`config.mk`:
```
export PLATFORM = sky130hd
export DESIGN_NAME = flash_irq_regs
export DESIGN_NICKNAME = d
export VERILOG_FILES = /design/src/rtl/flash_irq_pkg.sv /design/src/rtl/flash_irq_decode.sv /design/src/rtl/flash_irq_status.sv /design/src/rtl/flash_irq_mask.sv /design/src/rtl/flash_irq_regs.sv
export SDC_FILE = /design/constraint.sdc
export NUM_CORES = 1
export LEC_CHECK = 0
export BUFFER_PORTS_ARGS = -buffer_cell sky130_fd_sc_hd__clkbuf_2
export CORE_ASPECT_RATIO = 1.4
export CORE_MARGIN = 10
export CORE_UTILIZATION = 51
export DETAILED_ROUTE_END_ITERATION = 12
export PLACE_DENSITY = 0.89
export SLEW_MARGIN = 10
export SYNTH_ARGS = -nofsm -noshare
export SYNTH_HDL_FRONTEND = slang
export SYNTH_HIERARCHICAL = 1
export SYNTH_SLANG_ARGS = --single-unit
```
`constraint.sdc`:
```
create_clock -name clk -period 2.3 [get_ports clk]
set_input_delay 0.46 -clock clk [delete_from_list [all_inputs] [get_ports clk]]
set_output_delay 0.46 -clock clk [all_outputs]
set_load 0.02 [all_outputs]
```
`src/rtl/flash_irq_pkg.sv`:
```
package flash_irq_pkg;

   // Byte offsets of the register views
   localparam int OFS_STAT = 'h0;
   localparam int OFS_ENA  = 'h4;
   localparam int OFS_DIS  = 'h8;
   localparam int OFS_MASK = 'hC;

   // Status bit positions (decoded by software, so fixed)
   localparam int BIT_POLL_TO   = 1;
   localparam int BIT_TX_NFULL  = 2;
   localparam int BIT_TX_FULL   = 3;
   localparam int BIT_RX_NEMPTY = 4;
   localparam int BIT_RX_FULL   = 5;
   localparam int BIT_CMD_EMPTY = 7;
   localparam int BIT_TX_EMPTY  = 8;
   localparam int BIT_CMD_NFULL = 9;
   localparam int BIT_CMD_FULL  = 10;
   localparam int BIT_RX_EMPTY  = 11;
   localparam int TOP_BIT       = 11;

   localparam logic [31:0] DEF_IMPL   = 32'h0000_0FBE;
   localparam logic [31:0] DEF_STICKY = 32'h0000_0002;

   typedef enum logic [1:0] {
      RSEL_NONE = 2'd0,
      RSEL_STAT = 2'd1,
      RSEL_MASK = 2'd2
   } rsel_e;

endpackage

```
`src/rtl/flash_irq_decode.sv`:
```
module flash_irq_decode
   import flash_irq_pkg::*;
#(
   parameter int ADDR_W = 4,
   parameter int DATA_W = 32
) (
   input  logic [ADDR_W-1:0] addr,
   input  logic              wr,
   input  logic [DATA_W-1:0] wdata,
   output logic [DATA_W-1:0] clr_v,
   output logic [DATA_W-1:0] ena_v,
   output logic [DATA_W-1:0] dis_v,
   output rsel_e             rsel
);

   localparam logic [ADDR_W-1:0] A_STAT = ADDR_W'(OFS_STAT);
   localparam logic [ADDR_W-1:0] A_ENA  = ADDR_W'(OFS_ENA);
   localparam logic [ADDR_W-1:0] A_DIS  = ADDR_W'(OFS_DIS);
   localparam logic [ADDR_W-1:0] A_MASK = ADDR_W'(OFS_MASK);

   logic hit_stat, hit_ena, hit_dis, hit_mask;

   always_comb begin
      hit_stat = (addr == A_STAT);
      hit_ena  = (addr == A_ENA);
      hit_dis  = (addr == A_DIS);
      hit_mask = (addr == A_MASK);
      clr_v    = (wr && hit_stat) ? wdata : '0;
      ena_v    = (wr && hit_ena)  ? wdata : '0;
      dis_v    = (wr && hit_dis)  ? wdata : '0;
      if (hit_stat)      rsel = RSEL_STAT;
      else if (hit_mask) rsel = RSEL_MASK;
      else               rsel = RSEL_NONE;
   end

endmodule

```
`src/rtl/flash_irq_status.sv`:
```
module flash_irq_status #(
   parameter int          DATA_W     = 32,
   parameter logic [31:0] IMPL_MASK  = 32'h0000_0FBE,
   parameter logic [31:0] STICKY_MSK = 32'h0000_0002
) (
   input  logic              clk,
   input  logic              rst_n,
   input  logic [DATA_W-1:0] src_v,
   input  logic [DATA_W-1:0] clr_v,
   output logic [DATA_W-1:0] stat_v
);

   localparam logic [DATA_W-1:0] STK  = DATA_W'(STICKY_MSK & IMPL_MASK);
   localparam logic [DATA_W-1:0] LIVE = DATA_W'(IMPL_MASK & ~STICKY_MSK);

   logic [DATA_W-1:0] sticky_q;

   // Set term is ORed in after the clear, so a coincident event wins
   always_ff @(posedge clk or negedge rst_n) begin
      if (!rst_n) sticky_q <= '0;
      else        sticky_q <= ((sticky_q & ~clr_v) | src_v) & STK;
   end

   assign stat_v = (sticky_q & STK) | (src_v & LIVE);

endmodule

```
`src/rtl/flash_irq_mask.sv`:
```
module flash_irq_mask #(
   parameter int          DATA_W    = 32,
   parameter logic [31:0] IMPL_MASK = 32'h0000_0FBE
) (
   input  logic              clk,
   input  logic              rst_n,
   input  logic [DATA_W-1:0] ena_v,
   input  logic [DATA_W-1:0] dis_v,
   output logic [DATA_W-1:0] mask_v
);

   localparam logic [DATA_W-1:0] IMP = DATA_W'(IMPL_MASK);

   logic [DATA_W-1:0] mask_q;

   always_ff @(posedge clk or negedge rst_n) begin
      if (!rst_n) mask_q <= IMP;
      else        mask_q <= ((mask_q & ~ena_v) | dis_v) & IMP;
   end

   assign mask_v = mask_q;

endmodule

```
`src/rtl/flash_irq_regs.sv`:
```
module flash_irq_regs
   import flash_irq_pkg::*;
#(
   parameter int          ADDR_W     = 4,
   parameter int          DATA_W     = 32,
   parameter logic [31:0] IMPL_MASK  = DEF_IMPL,
   parameter logic [31:0] STICKY_MSK = DEF_STICKY
) (
   input  logic              clk,
   input  logic              rst_n,
   input  logic [ADDR_W-1:0] reg_addr,
   input  logic              reg_wr,
   input  logic [DATA_W-1:0] reg_wdata,
   output logic [DATA_W-1:0] reg_rdata,
   input  logic              ev_poll_to,
   input  logic              lv_tx_nfull,
   input  logic              lv_tx_full,
   input  logic              lv_rx_nempty,
   input  logic              lv_rx_full,
   input  logic              lv_cmd_empty,
   input  logic              lv_tx_empty,
   input  logic              lv_cmd_nfull,
   input  logic              lv_cmd_full,
   input  logic              lv_rx_empty,
   output logic              irq
);

   // Elaboration-time parameter checks
   generate
      if (DATA_W <= TOP_BIT) begin : g_bad_width
         $error("DATA_W must hold every status bit position");
      end
      if (ADDR_W < 4) begin : g_bad_addr
         $error("ADDR_W must reach the highest register offset");
      end
      if ((STICKY_MSK & ~IMPL_MASK) != 32'h0) begin : g_bad_sticky
         $error("STICKY_MSK may only name implemented bits");
      end
   endgenerate

   logic [DATA_W-1:0] src_v;
   logic [DATA_W-1:0] clr_v, ena_v, dis_v;
   logic [DATA_W-1:0] stat_v, mask_v;
   rsel_e             rsel;
   logic              irq_q;

   always_comb begin
      src_v                = '0;
      src_v[BIT_POLL_TO]   = ev_poll_to;
      src_v[BIT_TX_NFULL]  = lv_tx_nfull;
      src_v[BIT_TX_FULL]   = lv_tx_full;
      src_v[BIT_RX_NEMPTY] = lv_rx_nempty;
      src_v[BIT_RX_FULL]   = lv_rx_full;
      src_v[BIT_CMD_EMPTY] = lv_cmd_empty;
      src_v[BIT_TX_EMPTY]  = lv_tx_empty;
      src_v[BIT_CMD_NFULL] = lv_cmd_nfull;
      src_v[BIT_CMD_FULL]  = lv_cmd_full;
      src_v[BIT_RX_EMPTY]  = lv_rx_empty;
   end

   flash_irq_decode #(.ADDR_W(ADDR_W), .DATA_W(DATA_W)) u_dec (
      .addr  (reg_addr),
      .wr    (reg_wr),
      .wdata (reg_wdata),
      .clr_v (clr_v),
      .ena_v (ena_v),
      .dis_v (dis_v),
      .rsel  (rsel)
   );

   flash_irq_status #(
      .DATA_W(DATA_W), .IMPL_MASK(IMPL_MASK), .STICKY_MSK(STICKY_MSK)
   ) u_stat (
      .clk    (clk),
      .rst_n  (rst_n),
      .src_v  (src_v),
      .clr_v  (clr_v),
      .stat_v (stat_v)
   );

   flash_irq_mask #(.DATA_W(DATA_W), .IMPL_MASK(IMPL_MASK)) u_mask (
      .clk    (clk),
      .rst_n  (rst_n),
      .ena_v  (ena_v),
      .dis_v  (dis_v),
      .mask_v (mask_v)
   );

   always_ff @(posedge clk or negedge rst_n) begin
      if (!rst_n) irq_q <= 1'b0;
      else        irq_q <= |(stat_v & ~mask_v);
   end

   always_comb begin
      unique case (rsel)
         RSEL_STAT: reg_rdata = stat_v;
         RSEL_MASK: reg_rdata = mask_v;
         default:   reg_rdata = '0;
      endcase
   end

   assign irq = irq_q;

endmodule

```
# [Word-level counts from Yosys, hierarchy flattened]
# Index checks and enable logic that the tools add are counted.
[classes] n_eq_ne=5 n_mux=6 bitwise=9 n_reduce_logical=5
[op_table] cell="$pmux 32 s2" n=1
[op_table] cell="$and 32x32->32" n=1
[op_table] cell="$not 12->32" n=1
[op_table] cell="$reduce_or 32->1" n=1
[op_table] cell="$mux 12" n=2
[op_table] cell="$and 12x12->12" n=1
[op_table] cell="$not 12->12" n=1
[op_table] cell="$or 12x12->12" n=1
[op_table] cell="$or 2x12->12" n=1
[op_table] cell="$eq 4x4->1 const B" n=2
[op_table] cell="$mux 2" n=3
[op_table] cell="$eq 4x3->1 const B" n=1
[op_table] cell="$logic_not 4->1" n=1
[op_table] cell="$logic_and 1x1->1" n=3
[op_table] cell="$and 2x2->2" n=1
[op_table] cell="$eq 2x1->1 const B" n=1
[op_table] cell="$eq 2x2->1 const B" n=1
[op_table] cell="$not 2->2" n=1
[op_table] cell="$or 2x2->2" n=1
[word_totals] ff_bits=12 in_bits=49 out_inout_bits=33

# [Logic depth before layout (Yosys ltp)]
# Gate-level depths: netlist of run 1.
[logic_depth] word_depth=6 depth_mapped=8 mapped_depth_nobuf=6

# [Modules after synthesis]
# The synthesis of run 1 kept the hierarchy.
[by_module_without_submodules] module="flash_irq_decode" n_inst=1 cells_each=122 area_per_inst_um2=752.0
[by_module_without_submodules] module="flash_irq_regs" n_inst=1 cells_each=132 area_per_inst_um2=734.5
[by_module_without_submodules] module="flash_irq_mask" n_inst=1 cells_each=53 area_per_inst_um2=544.3
[by_module_without_submodules] module="flash_irq_status" n_inst=1 cells_each=35 area_per_inst_um2=272.8

# [Least setup slack after synthesis of run 1]
# No wires, ideal clock.
[synth_timing] path_kind="in2out" from="in reg_addr[1]" to="out reg_rdata[10]" arrival_time_ns=1.803 required_ns=1.840 path_slack_ns=0.037 cell_stages=6 n_path_buf=2 path_cell_list="nor3b_4 -> clkbuf_2 -> and2_1 -> ha_1 -> clkbuf_1 -> nor2_1"
[synth_between] elab_chain_len=5 word_cells_on_any_way=7
[synth_lines] item="start: declaration" line_no="flash_irq_regs.sv:11" source="input logic [ADDR_W-1:0] reg_addr,"
[synth_lines] item="$eq 4x4->1" line_no="flash_irq_decode.sv:27" source="hit_mask = (addr == A_MASK);"
[synth_lines] item="$mux 2" line_no="flash_irq_decode.sv:32" source="else if (hit_mask) rsel = RSEL_MASK;"
[synth_lines] item="$mux 2 *" line_no="flash_irq_decode.sv:31" source="if (hit_stat) rsel = RSEL_STAT;"
[synth_lines] item="net rsel[1]" line_no="flash_irq_regs.sv:44" source="rsel_e rsel;"
[synth_lines] item="$eq 2x2->1 or $eq 2x1->1 (tied branches)" line_no="flash_irq_regs.sv:95" source="unique case (rsel)"
[synth_lines] item="$pmux 32 s2 *" line_no="flash_irq_regs.sv:95"
[synth_lines] item="end: declaration" line_no="flash_irq_regs.sv:14" source="output logic [DATA_W-1:0] reg_rdata,"
# The timed path passes the listed nets; every way through them passes the cells marked *.

# [Worst setup path in the final report of run 1]
[layout_timing] from="in reg_addr[3]" to="out reg_rdata[3]"
# The elaborated chain is that of the path after synthesis.

==> impl_summary.txt, run 1 <==
----------------------------------------------------
[Drt]
  Detailed-route wire length per cell ... 12.84 um
  Post-Route WL ... 4225 um
  Starting DRC count in detailed routing ... 56
  Initial DRT Pass Iterations ... 4
  Via density per instance ... 4.960
  DRC violation count after routing ... 0
  Final antenna-violating net count ... 0
  Via count of the routed design ... 1632

[Critical path]
  Slack of the worst reg-to-reg path ... 1.04 ns
  Kind of start point of the critical path ... input pin
  Chain of cells forming the critical path ... clkbuf_2, nor3b_4, and2_4, inv_1, ha_2, buf_12, a22oi_1, nor2_1, clkbuf_2
  CP bufs+invs ... 4
  Crit-path leading delay family ... buffers and inverters
  Worst EP arrival ... 1.76 ns
  Most frequent CP cell ... sky130_fd_sc_hd__clkbuf_2
  Largest stage delay on the critical path ... 0.21 ns
  CP required ... 1.84 ns
  Crit Reg-Reg Endpoint ... irq
  Cell with the largest stage delay on the worst path ... sky130_fd_sc_hd__nor3b_4
  Kind of end point of the critical path ... primary output
  Length in cells of the worst reg-to-reg path ... 3
  Top fanout value on the critical path ... 13
  RR Startpoint ... u_mask/mask_v[9]
  Category of the critical setup timing path ... input pin to primary output

[Logic synthesis]
  Syn. warnings ... 6
  Post-Synthesis Cells ... 257
  Synth Cell Area ... 1790 um^2
  Syn Area/Cell ... 6.967 um^2

[GRT]
  Overall Global Routing Usage ... 12.87%
  Global-route wire length before repair ... 7024 um
  Total congestion overflow after global routing ... 0
  Initial antenna violation count ... 0
  Vias in the first global route ... 1621
  Maximum number of pins on one net before global-route repair ... 17

[Timing]
  Final-report setup violation count ... 0
  Post-layout minimum cycle time ... 2.221 ns
  Final critical-path share of the clock period ... 96.55%
  Skew final ... 0.001006 ns
  Maximum frequency from static timing analysis ... 450.3 MHz
  Relative slew margins ... 63.89%
  Slew @ Worst Pin ... 0.5406 ns
  Number of max-slew violations in the final report ... 0
  Unrepaired setup endpoints after global routing ... false
  Final hold viol count ... 0

[Power and ir drop]
  Worst ir drop on vdd ... 0.4071 mV
  Total power density per cell area ... 395.8 nW/um^2
  Leakage power ... 0.9560 nW

[Run]
  Number of max-cap violations ... 0

[Place]
  Total of buffers placed on input and output ports ... 37
  HPWL after DPL ... 3584 um
  Final estimated routing congestion in global placement ... 0.8317
  Placement Cell Area ... 1851 um^2

[Die]
  Starting utilization of the core area ... 53.00%
  Floorplan Core Area ... 3378 um^2
  Area of the die ... 6314 um^2
  Floorplan die width ... 70.08 um
  Site row count ... 25
  Total I/O pin count ... 82
  Floorplan die height ... 90.11 um

[CTS]
  Deepest level of the CTS H-tree ... 1
  Count of hold buffers inserted by post-cts repair ... 0
  Clock insertion delay at the later pin of the skew report ... 0.24 ns
  # Post-CTS Setup Buffers ... 0
  Total CTS buffers ... 3
  Worst-path clk slew ... 0.05 ns
  Clk buf depth ... 2
  CTS sink count ... 12
  Clock tree from TritonCTS ... built
  Clk Tree Root Cell ... sky130_fd_sc_hd__clkbuf_8

[Layout]
  Synthesis-to-layout area growth ... 9.434%
  Final core area utilization ... 58.00%
  Number of antenna diodes ... 0
  Share of post-route cells with drive strength above 1 ... 29.41%
  Post-route design area ... 1959 um^2
  Number of nets in the final layout ... 341
  Number of filler instances in the final layout ... 319

[Min path]
  Tightest Hold Check Type ... input pin to asynchronous set/reset pin

[Status]
  Status ... finished clean

----------------------------------------------------
## per-stage QoR
stage | total power [mW] | TNS, ns | setup WS (ns) | hold WS [ns] | instances
after floorplan | 0.5169 | 0 | 0.1063 | 0.1644 | 299
final | 0.7755 | 0 | 0.07935 | 0.08773 | 329
after global routing | 0.8184 | 0 | 0.003560 | 0.1113 | 329
after global placement | 0.5176 | -0.7373 | -0.09662 | 0.3510 | 325
after detailed placement | 0.5260 | -1.122 | -0.1344 | 0.3574 | 325
after CTS | 0.7629 | 0 | 0.005689 | 0.09344 | 329
## worst max path at each step
| stage | start | end | slack (ns) | cells after the start |
|---|---|---|---|---|
| 6_report | reg_addr[3] | reg_rdata[3] | 0.08 | 9 |
| 5_1_grt | reg_addr[3] | reg_rdata[2] | 0.004 | 8 |
| 4_1_cts | reg_addr[3] | reg_rdata[7] | 0.006 | 7 |
| 3_5_place_dp | reg_addr[3] | reg_rdata[7] | -0.13 | 7 |
| 3_3_place_gp | reg_addr[3] | reg_rdata[10] | -0.1 | 8 |
| 2_1_floorplan | reg_addr[2] | reg_rdata[10] | 0.11 | 6 |
## layer usage
layer,vias up,wire (um),global-route usage (%)
li1,837,-,-
met4,0,93,5.611
met1,737,1566,13.19
met5,-,0,0
met2,49,2265,23.26
met3,9,299,3.740
## layout by cell type, fill, tap and decap left out, types with 2 or more instances in the layout
master	instances
sky130_fd_sc_hd__inv_1	45
sky130_fd_sc_hd__conb_1	44
sky130_fd_sc_hd__clkbuf_2	34
sky130_fd_sc_hd__nor2_1	32
sky130_fd_sc_hd__a22oi_1	26
sky130_fd_sc_hd__buf_4	21
sky130_fd_sc_hd__and3_1	21
sky130_fd_sc_hd__o22ai_1	16
sky130_fd_sc_hd__a21o_1	11
sky130_fd_sc_hd__dfstp_2	10
sky130_fd_sc_hd__a22oi_2	6
sky130_fd_sc_hd__nor4_1	4
sky130_fd_sc_hd__clkbuf_8	4
sky130_fd_sc_hd__buf_2	3
sky130_fd_sc_hd__dfrtp_1	2
## cell type report
cell class	instances	area, um^2	area share [%]
Tap cell	40	50.05	2.554
Timing Repair Buffer	59	362.8	18.52
Clock buffer	4	55.05	2.810
Inverter	45	168.9	8.621
Sequential cell	12	312.8	15.96
Multi-Input combinational cell	169	1010	51.53
## worst register-to-register path: stages, from the launching register on
cell,delay (ns)
sky130_fd_sc_hd__dfstp_2,0.54
sky130_fd_sc_hd__o22ai_1,0.09
sky130_fd_sc_hd__nor4_1,0.33
sky130_fd_sc_hd__nand4_1,0.15
## sequential cells by signal (all words and copies together) (netlist names)
signal / count
u_mask/mask_v: 10
u_stat/sticky_q: 1
irq: 1
## power breakdown
group          switching [mW]  leakage (nW)  internal [mW]
combinational           0.114         0.805          0.105
sequential             0.0401         0.122          0.285
clock                  0.0808        0.0288          0.151
total                   0.234         0.956          0.541
## timing repair
action                     4_1_cts  5_1_grt
gates cloned                     0        0
pin swaps                        0        0
gates resized for setup          2       12
hold endpoints to repair         0        0
setup endpoints to repair       10       10
Power figures use the tool's default switching activity.
==> inputs of run 2 (changes only) <==
ABC_AREA = 1   (was unset)
CORE_UTILIZATION = 53   (was 51)
GPL_TIMING_DRIVEN = 0   (was unset)
PLACE_DENSITY = 0.9   (was 0.89)
==> impl_summary.txt, run 2 <==
----------------------------------------------------
[Critical path]
  Slack of the worst reg-to-reg path ... 1.11 ns (+0.07 ns)
  Category of the critical setup timing path ... input pin to primary output
  Chain of cells forming the critical path ... clkbuf_2, inv_1, nor3_2, inv_1, ha_4, buf_6, nand2_1, a21oi_4, buf_6
  CP required ... 1.84 ns (about the same)
  Length in cells of the worst reg-to-reg path ... 7 (+4)
  Crit-path leading delay family ... buffers and inverters
  Kind of end point of the critical path ... primary output
  CP bufs+invs ... 5 (+1)
  Worst path depth ... 9 (unchanged)
  Top fanout value on the critical path ... 10 (-3)
  Cell with the largest stage delay on the worst path ... sky130_fd_sc_hd__nor3_2
  RR Startpoint ... u_mask/mask_v[7]
  Worst EP arrival ... 1.78 ns (+0.02 ns)
  Crit Reg-Reg Endpoint ... irq
  Kind of start point of the critical path ... input pin
  Timing endpoint of the critical path ... reg_rdata[2]
  Largest stage delay on the critical path ... 0.31 ns (+0.10 ns)
  Start point of the critical path ... reg_addr[2]

[Power and ir drop]
  Net load switching power ... 0.2721 mW (+16%)
  Clock share of power ... 26.4% (-3.6 points)
  Worst ir drop on vdd ... 0.3500 mV (-14%)
  Switching Fraction ... 31.99% (+1.8 points)
  Portion of total power attributed to combinational logic ... 36.4% (+8.2 points)
  Total power density per cell area ... 320.0 nW/um^2 (-19%)
  Cell-internal power ... 0.5784 mW (+6.9%)
  Leakage power ... 1.281 nW (+34%)
  Sequential cell fraction of total power ... 37.3% (-4.6 points)

[Timing]
  Final hold viol count ... 0 (unchanged)
  Skew final ... 0.0003432 ns (-0.0006632 ns)
  Slew @ Worst Pin ... 0.5087 ns (-0.03187 ns)
  Post-layout minimum cycle time ... 2.243 ns (+0.02260 ns)
  Final-report setup violation count ... 0 (unchanged)
  Setup_tns ... 0 ns (unchanged)
  Final critical-path share of the clock period ... 97.53% (+0.98 points)
  Number of max-slew violations in the final report ... 0 (unchanged)
  Relative slew margins ... 66.19% (+2.3 points)
  Unrepaired setup endpoints after global routing ... true
  Worst-case setup margin in the final layout ... 0.05675 ns (-0.02260 ns)
  Maximum frequency from static timing analysis ... 445.8 MHz (-1.0%)

[Die]
  Starting utilization of the core area ... 54.79% (+1.8 points)
  Area of the die ... 7033 um^2 (+11%)
  Total I/O pin count ... 82 (unchanged)
  Site row count ... 27 (+8.0%)
  Floorplan die width ... 73.79 um (+5.3%)
  Floorplan die height ... 95.31 um (+5.8%)
  Floorplan Core Area ... 3919 um^2 (+16%)

[CTS]
  Count of hold buffers inserted by post-cts repair ... 0 (unchanged)
  Total CTS buffers ... 3 (unchanged)
  Deepest level of the CTS H-tree ... 1 (unchanged)
  Clock tree from TritonCTS ... built
  Clk Tree Root Cell ... sky130_fd_sc_hd__clkbuf_8
  CTS sink count ... 12 (unchanged)
  Worst-path clk slew ... 0.05 ns (about the same)
  Clk buf depth ... 2 (unchanged)
  Clock insertion delay at the later pin of the skew report ... 0.24 ns (about the same)

[Layout]
  Share of post-route cells with drive strength above 1 ... 35.55% (+6.1 points)
  Number of nets in the final layout ... 488 (+43%)
  Most used cells in the layout excluding fill and tap cells ... 133 x sky130_fd_sc_hd__nand2_1, 69 x sky130_fd_sc_hd__inv_1, 61 x sky130_fd_sc_hd__buf_4
  Leading cell type in the layout, fill and taps excluded ... sky130_fd_sc_hd__nand2_1
  Final core area utilization ... 67.82% (+9.8 points)
  Number of antenna diodes ... 0 (unchanged)
  Flip-flop count of the largest register after layout ... 10 (unchanged)
  Number of filler instances in the final layout ... 353 (+11%)
  Fin cells ... 479 (+46%)
  Synthesis-to-layout area growth ... 23.78%

[Status]
  Status ... finished clean

[Place]
  Final estimated routing congestion in global placement ... 0.7574 (-8.9%)
  Cell count after placement ... 474 (+46%)
  HPWL after DPL ... 4280 um (+19%)
  Worst slack at placement ... -0.2351 ns (-0.1007 ns)
  Total of buffers placed on input and output ports ... 28 (-24%)

[Run]
  Number of max-cap violations ... 0 (unchanged)

[Logic synthesis]
  Post-Synthesis Cells ... 361 (+40%)
  Syn Area/Cell ... 5.948 um^2 (-15%)
  Syn. warnings ... 6 (unchanged)
  Synth Cell Area ... 2147 um^2 (+20%)

[Drt]
  Via count of the routed design ... 2047 (+25%)
  Starting DRC count in detailed routing ... 44 (-21%)
  Initial DRT Pass Iterations ... 4 (unchanged)
  DRC violation count after routing ... 0 (unchanged)
  Post-Route WL ... 5000 um (+18%)
  Final antenna-violating net count ... 0 (unchanged)
  Via density per instance ... 4.273 (-14%)
  Detailed-route wire length per cell ... 10.44 um (-19%)

[GRT]
  Initial antenna violation count ... 0 (unchanged)
  Met2 GRT Util ... 28.35% (+5.1 points)
  Total congestion overflow after global routing ... 0 (unchanged)
  Global-route wire length before repair ... 8238 um (+17%)
  Overall Global Routing Usage ... 14.11% (+1.2 points)
  Met3 usage ... 3.222% (-0.52 points)
  Vias in the first global route ... 1997 (+23%)
  Maximum number of pins on one net before global-route repair ... 13 (-4)
  Global routing usage on met1 ... 13.30% (+0.11 points)
  Most utilized layer in the global route result ... met2

[Min path]
  Tightest Hold Check Type ... input pin to asynchronous set/reset pin

----------------------------------------------------
-- run 2: area by class of cell --
type | count | area (um^2) | area share, %
tap | 43 | 53.80 | 2.024
timing repair buffer | 29 | 178.9 | 6.733
buffer | 68 | 559.3 | 21.05
multi-input combinational | 253 | 1235 | 46.47
clock buffer | 4 | 55.05 | 2.072
inverter | 70 | 262.8 | 9.887
sequential | 12 | 312.8 | 11.77
-- run 2: repair_timing --
| item | 4_1_cts | 5_1_grt |
|---|---|---|
| endpoints found under the hold margin | 0 | 0 |
| pin swaps | 1 | 0 |
| setup buffers | 1 | 0 |
| endpoints found under the setup margin | 10 | 10 |
| resized for setup | 8 | 22 |
-- run 2: worst reg2reg max path, cell delays in order, from the launching register on --
cell and delay, ns:
sky130_fd_sc_hd__dfstp_2 0.54, sky130_fd_sc_hd__inv_1 0.04, sky130_fd_sc_hd__nand2_1 0.04, sky130_fd_sc_hd__o21ai_0 0.09
sky130_fd_sc_hd__nor2_1 0.14, sky130_fd_sc_hd__nand2_1 0.07, sky130_fd_sc_hd__nor2_1 0.08, sky130_fd_sc_hd__nand2_1 0.07
-- run 2: per-layer routing --
metal  share of wire, %  vias up
met3                5.6        8
met5                  0        -
met4                1.7        0
li1                   -     1096
met1                 37      899
met2                 55       44
-- run 2: worst min path at each step --
| stage | endpoint | from |
|---|---|---|
| floorplan | irq | rst_n |
| global placement | u_stat/sticky_q[1] | rst_n |
| detailed placement | u_stat/sticky_q[1] | rst_n |
| CTS | u_stat/sticky_q[1] | rst_n |
| global route | u_stat/sticky_q[1] | rst_n |
| finish | u_stat/sticky_q[1] | rst_n |
-- run 2: power by group through the flow --
stage	clock (mW)	combinational [mW]	sequential, mW
finish	0.224	0.309	0.317
global route	0.238	0.351	0.324
CTS	0.227	0.295	0.317
detailed placement	0	0.288	0.320
global placement	0	0.279	0.316
floorplan	0	0.239	0.309
-- run 2: stage by stage --
stage	power, mW	instance area (um^2)	hold WS (ns)
3_5_place_dp	0.6075	2499	0.3523
6_report	0.8504	2658	0.09403
4_1_cts	0.8392	2594	0.1009
5_1_grt	0.9131	2658	0.1070
3_3_place_gp	0.5953	2499	0.3492
2_1_floorplan	0.5480	2305	0.1644
==> inputs of run 3 (changes only) <==
CORE_MARGIN = 4   (was 10)
CORE_UTILIZATION = 40   (was 53)
CTS_CLUSTER_SIZE = 16   (was unset)
PLACE_DENSITY = 0.72   (was 0.9)
==> impl_summary.txt, run 3 (synthesis results as in run 2) <==
----------------------------------------------------
[Status]
  Status ... finished clean

[GRT]
  Initial antenna violation count ... 0 (unchanged)
  Vias in the first global route ... 1926 (-3.6%)
  Most utilized layer in the global route result ... met2
  Total congestion overflow after global routing ... 0 (unchanged)
  Maximum number of pins on one net before global-route repair ... 13 (unchanged)
  Global-route wire length before repair ... 7941 um (-3.6%)
  Met2 GRT Util ... 29.10% (+0.75 points)
  Global routing usage on met1 ... 14.93% (+1.6 points)
  Overall Global Routing Usage ... 14.36% (+0.25 points)
  Met3 usage ... 2.023% (-1.2 points)

[Drt]
  Final antenna-violating net count ... 0 (unchanged)
  Initial DRT Pass Iterations ... 4 (unchanged)
  Via count of the routed design ... 1970 (-3.8%)
  Via density per instance ... 3.924 (-8.2%)
  Post-Route WL ... 4463 um (-11%)
  DRC violation count after routing ... 0 (unchanged)
  Detailed-route wire length per cell ... 8.890 um (-15%)
  Starting DRC count in detailed routing ... 34 (-23%)

[CTS]
  Clk Tree Root Cell ... sky130_fd_sc_hd__clkbuf_8
  Clk buf depth ... 2 (unchanged)
  Deepest level of the CTS H-tree ... 1 (unchanged)
  Clock tree from TritonCTS ... built
  CTS sink count ... 12 (unchanged)
  Count of hold buffers inserted by post-cts repair ... 0 (unchanged)
  Total CTS buffers ... 3 (unchanged)
  Clock insertion delay at the later pin of the skew report ... 0.24 ns (about the same)
  Worst-path clk slew ... 0.05 ns (about the same)

[Layout]
  Synthesis-to-layout area growth ... 24.07%
  Share of post-route cells with drive strength above 1 ... 35.78% (+0.23 points)
  Leading cell type in the layout, fill and taps excluded ... sky130_fd_sc_hd__nand2_1
  Post-route design area ... 2664 um^2 (+0.24%)
  Most used cells in the layout excluding fill and tap cells ... 133 x sky130_fd_sc_hd__nand2_1, 68 x sky130_fd_sc_hd__inv_1, 59 x sky130_fd_sc_hd__buf_4
  Number of antenna diodes ... 0 (unchanged)
  Flip-flop count of the largest register after layout ... 10 (unchanged)
  Number of nets in the final layout ... 488 (unchanged)
  Final core area utilization ... 51.25% (-17 points)

[Die]
  Site row count ... 31 (+15%)
  Floorplan die height ... 94.69 um (-0.66%)
  Floorplan die width ... 69.92 um (-5.2%)
  Area of the die ... 6620 um^2 (-5.9%)
  Starting utilization of the core area ... 41.31% (-13 points)
  Floorplan Core Area ... 5197 um^2 (+33%)
  Total I/O pin count ... 82 (unchanged)

[Place]
  Total of buffers placed on input and output ports ... 28 (unchanged)
  Worst slack at placement ... -0.2599 ns (-0.02482 ns)
  Placement Cell Area ... 2527 um^2 (+1.2%)
  HPWL after DPL ... 3795 um (-11%)
  Final estimated routing congestion in global placement ... 0.7409 (-2.2%)

[Timing]
  Post-layout minimum cycle time ... 2.229 ns (-0.01411 ns)
  Worst-case setup margin in the final layout ... 0.07086 ns (+0.01411 ns)
  Skew final ... 0.004921 ns (+0.004578 ns)
  Number of max-slew violations in the final report ... 0 (unchanged)
  Final critical-path share of the clock period ... 96.92% (-0.61 points)
  Final hold viol count ... 0 (unchanged)
  Maximum frequency from static timing analysis ... 448.6 MHz (+0.63%)
  Final-report setup violation count ... 0 (unchanged)
  Unrepaired setup endpoints after global routing ... false

[Critical path]
  CP bufs+invs ... 6 (+1)
  Cell with the largest stage delay on the worst path ... sky130_fd_sc_hd__ha_4
  RR Startpoint ... u_mask/mask_v[7]
  Top fanout value on the critical path ... 10 (unchanged)
  Crit-path leading delay family ... buffers and inverters
  Category of the critical setup timing path ... input pin to primary output
  Largest stage delay on the critical path ... 0.25 ns (-0.06 ns)
  Worst EP arrival ... 1.77 ns (about the same)
  Kind of end point of the critical path ... primary output
  Kind of start point of the critical path ... input pin
  CP required ... 1.84 ns (about the same)
  Chain of cells forming the critical path ... clkbuf_2, nor2_4, inv_2, nor3_2, buf_4, inv_1, ha_4, buf_8, a21oi_2, buf_2
  Start point of the critical path ... reg_addr[0]

[Run]
  Number of max-cap violations ... 0 (unchanged)

[Min path]
  Tightest Hold Check Type ... input pin to asynchronous set/reset pin

[Power and ir drop]
  Total power density per cell area ... 317.8 nW/um^2 (-0.69%)
  Leakage power ... 1.284 nW (+0.26%)
  Worst ir drop on vdd ... 0.2436 mV (-30%)
  PnR Total Power ... 0.8466 mW (-0.45%)

----------------------------------------------------
-- run 3: cell count changes in the layout (fill, tap and decap cells not counted) --
cell / change
sky130_fd_sc_hd__a21oi_2: +2
sky130_fd_sc_hd__a21oi_4: -2
sky130_fd_sc_hd__buf_2: +5
sky130_fd_sc_hd__buf_4: -2
sky130_fd_sc_hd__buf_6: -3
sky130_fd_sc_hd__buf_8: +1
sky130_fd_sc_hd__clkbuf_2: -1
sky130_fd_sc_hd__inv_1: -1
sky130_fd_sc_hd__inv_2: +1
sky130_fd_sc_hd__nor3_2: -1
sky130_fd_sc_hd__nor3_4: +1
-- run 3: final timing paths --
kind | end | slack, ns | cells past startpoint
setup / recovery | reg_rdata[8] | 0.07 | 10
hold / removal | u_stat/sticky_q[1] | 0.09 | 1
max in group asynchronous | u_mask/mask_v[10] | 1.93 | 1
min in group clk | u_stat/sticky_q[1] | 0.40 | 3
setup reg to reg | irq | 1.12 | 7
hold reg to reg | u_mask/mask_v[10] | 0.47 | 2
-- run 3: power by group --
| part | internal [mW] | switching, mW |
|---|---|---|
| clock | 0.151 | 0.0739 |
| combinational | 0.144 | 0.160 |
| sequential | 0.284 | 0.0339 |
-- run 3: layer usage --
metal | vias to the layer above | share of wire, %
li1 | 1093 | -
met1 | 839 | 39
met2 | 32 | 56
met3 | 6 | 3.7
met4 | 0 | 1.4
met5 | - | 0
-- run 3: through the flow --
stage	hold slack, ns	instances	TNS [ns]
5_1_grt	0.1222	502	0
3_5_place_dp	0.3589	497	-2.439
2_1_floorplan	0.1644	403	0
3_3_place_gp	0.3549	497	-2.171
6_report	0.09365	502	0
4_1_cts	0.1047	502	0
-- run 3: what timing repair did --
action / 4_1_cts / 5_1_grt
pin swaps: 1 / 1
gates resized for setup: 9 / 17
endpoints found under the setup margin: 10 / 10
buffers inserted: 1 / 0
hold endpoints to repair: 0 / 0
-- run 3: cell type report --
class | count | area, um^2
fill | 559 | 2534
multi-input combinational | 253 | 1226
buffer | 68 | 563.0
sequential | 12 | 312.8
inverter | 70 | 262.8
timing repair buffer | 29 | 161.4
tap | 66 | 82.58
clock buffer | 4 | 55.05
